===== src/rtl/fsr_pkg.sv =====
package fsr_pkg;
    typedef enum logic [1:0] {
        ST_FREE  = 2'd0,
        ST_TRACK = 2'd1,
        ST_SEEK  = 2'd2
    } fsr_state_e;
endpackage


===== src/rtl/fsr_edge.sv =====
// Per-input rising-edge detector sampled on the tick enable.
module fsr_edge #(
    parameter int W = 2
) (
    input  logic         clk,
    input  logic         rst_n,
    input  logic         tick,
    input  logic [W-1:0] din,
    output logic [W-1:0] rise
);
    logic [W-1:0] prev_q;

    for (genvar g = 0; g < W; g++) begin : g_bit
        always_ff @(posedge clk or negedge rst_n) begin
            if (!rst_n) begin
                prev_q[g] <= 1'b0;
            end else if (tick) begin
                prev_q[g] <= din[g];
            end
        end
        assign rise[g] = tick & din[g] & ~prev_q[g];
    end
endmodule


===== src/rtl/fsr_divider.sv =====
// Frame divider: modulo-FRAME_TICKS counter with a registered one-tick pulse.
module fsr_divider #(
    parameter int FRAME_TICKS = 19440,
    parameter int CW          = 15
) (
    input  logic          clk,
    input  logic          rst_n,
    input  logic          tick,
    input  logic          restart,
    output logic [CW-1:0] cnt_o,
    output logic [CW-1:0] nxt_o,
    output logic          pulse_o
);
    localparam logic [CW-1:0] LAST = CW'(FRAME_TICKS - 1);

    assign nxt_o = (cnt_o == LAST) ? '0 : cnt_o + 1'b1;

    always_ff @(posedge clk or negedge rst_n) begin
        if (!rst_n) begin
            cnt_o   <= '0;
            pulse_o <= 1'b0;
        end else if (tick) begin
            if (restart) begin
                cnt_o   <= '0;
                pulse_o <= 1'b1;
            end else begin
                cnt_o   <= nxt_o;
                pulse_o <= (nxt_o == '0);
            end
        end
    end
endmodule


===== src/rtl/fsr_phase.sv =====
// Circular distance of the divider phase from the pulse position.
module fsr_phase #(
    parameter int FRAME_TICKS = 19440,
    parameter int CW          = 15,
    parameter int TOL_TICKS   = 4
) (
    input  logic [CW-1:0] nxt,
    output logic          out_of_tol
);
    localparam logic [CW:0] N_W    = (CW+1)'(FRAME_TICKS);
    localparam logic [CW:0] HALF_W = (CW+1)'(FRAME_TICKS / 2);
    localparam logic [CW:0] TOL_W  = (CW+1)'(TOL_TICKS);

    logic [CW:0] d_w;
    logic [CW:0] err_w;

    always_comb begin
        d_w        = {1'b0, nxt};
        err_w      = (d_w > HALF_W) ? (N_W - d_w) : d_w;
        out_of_tol = (err_w > TOL_W);
    end
endmodule


===== src/rtl/fsync_regen.sv =====
module fsync_regen
    import fsr_pkg::*;
#(
    parameter int FRAME_TICKS = 19440,
    parameter int TOL_TICKS   = 4
) (
    input  logic       clk,
    input  logic       rst_n,
    input  logic       tick,
    input  logic       sync_a,
    input  logic       sync_b,
    input  logic [1:0] act_sel,
    input  logic       pair_en,
    input  logic       realign_req,
    output logic       fs_pulse,
    output logic       align_alarm
);
    localparam int CW = (FRAME_TICKS > 2) ? $clog2(FRAME_TICKS) : 1;

    fsr_state_e    state, state_nxt;
    logic [1:0]    rise;
    logic          sel_rise;
    logic          restart;
    logic          out_of_tol;
    logic [CW-1:0] cnt;
    logic [CW-1:0] nxt;

    fsr_edge #(.W(2)) u_edge (
        .clk  (clk),
        .rst_n(rst_n),
        .tick (tick),
        .din  ({sync_b, sync_a}),
        .rise (rise)
    );

    // Only clock inputs 0 and 1 carry a paired sync.
    assign sel_rise = pair_en & ~act_sel[1] & rise[act_sel[0]];
    assign restart  = pair_en & (state == ST_SEEK) & sel_rise;

    fsr_divider #(.FRAME_TICKS(FRAME_TICKS), .CW(CW)) u_div (
        .clk    (clk),
        .rst_n  (rst_n),
        .tick   (tick),
        .restart(restart),
        .cnt_o  (cnt),
        .nxt_o  (nxt),
        .pulse_o(fs_pulse)
    );

    fsr_phase #(.FRAME_TICKS(FRAME_TICKS), .CW(CW), .TOL_TICKS(TOL_TICKS)) u_phase (
        .nxt       (nxt),
        .out_of_tol(out_of_tol)
    );

    // State register
    always_ff @(posedge clk or negedge rst_n) begin
        if (!rst_n) begin
            state <= ST_FREE;
        end else begin
            state <= state_nxt;
        end
    end

    // Next-state logic
    always_comb begin
        state_nxt = state;
        if (!pair_en) begin
            state_nxt = ST_FREE;
        end else begin
            unique case (state)
                ST_FREE:  state_nxt = ST_TRACK;
                ST_TRACK: if (realign_req) state_nxt = ST_SEEK;
                ST_SEEK:  if (sel_rise)    state_nxt = ST_TRACK;
                default:  state_nxt = ST_FREE;
            endcase
        end
    end

    // Output process: alignment alarm
    always_ff @(posedge clk or negedge rst_n) begin
        if (!rst_n) begin
            align_alarm <= 1'b0;
        end else if (!pair_en) begin
            align_alarm <= 1'b0;
        end else begin
            unique case (state)
                ST_FREE:  align_alarm <= 1'b0;
                ST_TRACK: if (sel_rise && out_of_tol) align_alarm <= 1'b1;
                ST_SEEK:  if (sel_rise) align_alarm <= 1'b0;
                default:  align_alarm <= 1'b0;
            endcase
        end
    end
endmodule


===== config.mk =====
export PLATFORM = sky130hd
export DESIGN_NAME = fsync_regen
export DESIGN_NICKNAME = d
export VERILOG_FILES = /design/src/rtl/fsr_pkg.sv /design/src/rtl/fsr_edge.sv /design/src/rtl/fsr_divider.sv /design/src/rtl/fsr_phase.sv /design/src/rtl/fsync_regen.sv
export SDC_FILE = /design/constraint.sdc
export NUM_CORES = 1
export LEC_CHECK = 0
export CAP_MARGIN = 20
export CORE_ASPECT_RATIO = 0.8
export CORE_MARGIN = 5
export CORE_UTILIZATION = 37
export CTS_CLUSTER_SIZE = 30
export DETAILED_ROUTE_END_ITERATION = 12
export MAX_ROUTING_LAYER = met4
export SLEW_MARGIN = 20
export SYNTH_ARGS = -nofsm -noshare
export SYNTH_HDL_FRONTEND = slang
export SYNTH_SLANG_ARGS = --single-unit

===== constraint.sdc =====
create_clock -name clk -period 5.4 [get_ports clk]
set_input_delay 0.81 -clock clk [delete_from_list [all_inputs] [get_ports clk]]
set_output_delay 0.81 -clock clk [all_outputs]
set_load 0.005 [all_outputs]

==> impl_metrics.env <==
export IMPL_die_area_mm2=0.00649
export IMPL_comb_power_share=0.441
export IMPL_ys_ff_latch=21
export IMPL_worst_pin_slew_ns=0.764
export IMPL_worstPathRequired_ns=5.59
export IMPL_clk_pin_slew_ns=0.09
export IMPL_hold_buffers=0
export IMPL_critPathTopFamily="simple AND/OR/NAND/NOR gates"
export IMPL_area_growth_pct=10.5
export IMPL_fin_crit_sh=0.662
export IMPL_reg2reg_depth=9
export IMPL_worst_path_buf_inv=0
export IMPL_ys_async_sr_fraction=1.00
export IMPL_start_util=0.374
export IMPL_core_mm2=0.00492
export IMPL_maxSlewHeadroom=0.487
export IMPL_skew_ns=0.00527
export IMPL_synth_flop_cell="dfrtp_1"
export IMPL_finalPower_uw=620
export IMPL_antenna_found_initial=0
export IMPL_synth_commonest_cells="dfrtp_1 (21), nand2_1 (16), inv_1 (15), nand3_1 (15), o22ai_1 (12)"
export IMPL_rsz0062_at_grt="no"
export IMPL_yosys_cell_count_top_type="dfrtp_1"
export IMPL_p_sw_uw=274
export IMPL_postCtsSetupRepairBufs=0
export IMPL_fin_nets=248
export IMPL_cts_resized=0
export IMPL_first_pass_iters=4
export IMPL_port_buffers=10
export IMPL_syn_area_mm2=0.00184
export IMPL_synthTopCellsByArea="dfrtp_1 (29%), xnor2_1 (4.8%), nand3_1 (4.1%), o22ai_1 (4.1%), nand2_1 (3.3%)"
export IMPL_synth_area_leader_cell="dfrtp_1"
export IMPL_critPathLaunchType="flop"
export IMPL_max_cap_violations=0
export IMPL_wl_per_cell_um=17.2
export IMPL_synth_net_count=242
export IMPL_gr_total_overflow=0
export IMPL_layout_drive_gt1_share=0.0759
export IMPL_synth_edf_count=0
export IMPL_synth_distinct_cells=58
export IMPL_grt_first_pass_wirelength_mm=8.58
export IMPL_arrival_ns=3.77
export IMPL_regToRegStartpoint="u_div.cnt_o[0]"
export IMPL_setup_violations=0
export IMPL_vias_per_cell=6.24
export IMPL_dp_hpwl_mm=3.81
export IMPL_p_int_uw=346
export IMPL_rows=23
export IMPL_cts_buffers=3
export IMPL_fin_setup_tns_ns=0
export IMPL_synth_cells=232
export IMPL_r2r_end="align_alarm"
export IMPL_track_usage=0.176
export IMPL_wl_mm=5.14
export IMPL_path_cells="ha_1 > nand2b_1 > or4b_1 > a311o_1 > or4b_4 > a211oi_2 > nor2_1 > o221a_1 > a31oi_1"
export IMPL_cts_htree_levels=1
export IMPL_die_h_um=73.1
export IMPL_clock_fmax_mhz=280
export IMPL_via_count=1865
export IMPL_grt_start_max_net_pins=25
export IMPL_vdd_drop_max_v=0.000138
export IMPL_swShare=0.441
export IMPL_cts_sinks=21
export IMPL_status="complete, no violations"
export IMPL_seqPwrFrac=0.378
export IMPL_drtIter0Drc=166
export IMPL_ios=11
export IMPL_pwr_share_clk=0.181
export IMPL_synth_avg_cell_area_um2=7.93
export IMPL_leakage_nw=0.709
export IMPL_ctsLongestPathBuffers=2
export IMPL_ant_nets=0
export IMPL_netlist_area_leader_share=0.286
export IMPL_cts_tree="yes"
export IMPL_ys_seq_area_frac=0.286
export IMPL_ys_warn_count=0
export IMPL_end_kind="flop"
export IMPL_hold_viol_final=0
export IMPL_p_per_area_mw_per_mm2=305
export IMPL_die_x_um=88.8
export IMPL_max_stage_delay_ns=0.61
export IMPL_clk_latency_ns=0.27
export IMPL_place_gp_congestion=0.905
export IMPL_period_needed_ns=3.58
export IMPL_drc_errors=0
export IMPL_diodes=0
export IMPL_clockRootBuffer="clkbuf_8"
export IMPL_worstHoldPathType="in2async"
export IMPL_first_global_vias=1632
export IMPL_ff2ff_setup_slack_ns=1.82
export IMPL_cp_max_fo=16
export IMPL_cp_slowest_cell="dfrtp_1"
export IMPL_critPathKind="reg2reg"
export IMPL_slew_viol_final=0
-- per-stage QoR --
| stage | setup WS [ns] | utilization | hold WS (ns) | std cells | instance area (µm²) |
|---|---|---|---|---|---|
| 2_1_floorplan | 2.58 | - | 0.481 | 232 | 1840 |
| 3_3_place_gp | 2.02 | 0.404 | 0.488 | 295 | 1990 |
| 3_5_place_dp | 1.88 | 0.404 | 0.502 | 295 | 1990 |
| 4_1_cts | 1.86 | 0.414 | 0.522 | 299 | 2040 |
| 5_1_grt | 1.59 | 0.413 | 0.521 | 299 | 2030 |
| 6_report | 1.82 | 0.413 | 0.492 | 299 | 2030 |
-- area by class of cell --
cell class | instances | area, µm²
Inverter | 15 | 56.3
Clock buffer | 3 | 41.3
Clock inverter | 1 | 7.51
Multi-Input combinational cell | 185 | 1210
Tap cell | 62 | 77.6
Timing Repair Buffer | 12 | 110
Fill cell | 499 | 2890
Sequential cell | 21 | 526
-- kinds of logic after synthesis --
kind of cell,Yosys count,share of synthesized area
adder cells (fa/ha/maj),1,0.00680
multiplexers,4,0.0238
AND/OR/NAND/NOR,96,0.294
AO/OA/AOI/OAI,73,0.284
buffers and inverters,26,0.0537
XOR/XNOR,11,0.0524
flip-flops,21,0.286
-- power groups by stage --
stage          clock, mW  combinational [mW]  sequential (mW)
5_1_grt            0.127               0.301            0.242
4_1_cts            0.119               0.269            0.233
3_3_place_gp           0               0.271            0.236
2_1_floorplan          0               0.224            0.209
6_report           0.112               0.273            0.234
3_5_place_dp           0               0.268            0.237
-- state kept, by name (all words and copies together), names as in the netlist --
signal,count
align_alarm,1
u_div.pulse_o,1
u_edge.prev_q,2
u_div.cnt_o,15
state,2
-- worst max path at each step --
stage / to / cells past startpoint / from / slack (ns)
global placement: align_alarm / 9 / u_div.cnt_o[0] / 2.02
CTS: align_alarm / 9 / u_div.cnt_o[0] / 1.86
detailed placement: align_alarm / 9 / u_div.cnt_o[0] / 1.88
finish: align_alarm / 9 / u_div.cnt_o[0] / 1.82
floorplan: align_alarm / 9 / u_div.cnt_o[0] / 2.58
global route: align_alarm / 9 / u_div.cnt_o[0] / 1.59
-- worst reg2reg max path, cell delays in order, from the launching register on --
cell	delay, ns
dfrtp_1	0.61
ha_1	0.60
nand2b_1	0.09
or4b_1	0.47
a311o_1	0.43
or4b_4	0.58
a211oi_2	0.22
nor2_1	0.07
o221a_1	0.25
a31oi_1	0.17
-- cell usage in the layout, fill, tap and decap left out, types with 7 or more instances in the layout --
cell and count:
o211ai_1 8, a21oi_1 7, xnor2_1 10, nor2_1 10
nand2_1 16, nand3_1 15, nor3_1 7, dfrtp_1 21
clkdlybuf4s50_1 9, nor2b_1 7, inv_1 15, nor4_1 8
o22ai_1 12, o21ai_0 10
-- routing by layer --
metal,up-vias,track usage,wire length [µm],share of wire
li1,900,-,-,-
met1,898,0.267,2520,0.49
met2,63,0.241,2230,0.43
met3,4,0.0327,348,0.068
met4,0,0.0386,38,0.0074
met5,-,-,0,0
(Power assumes the default switching activity.)
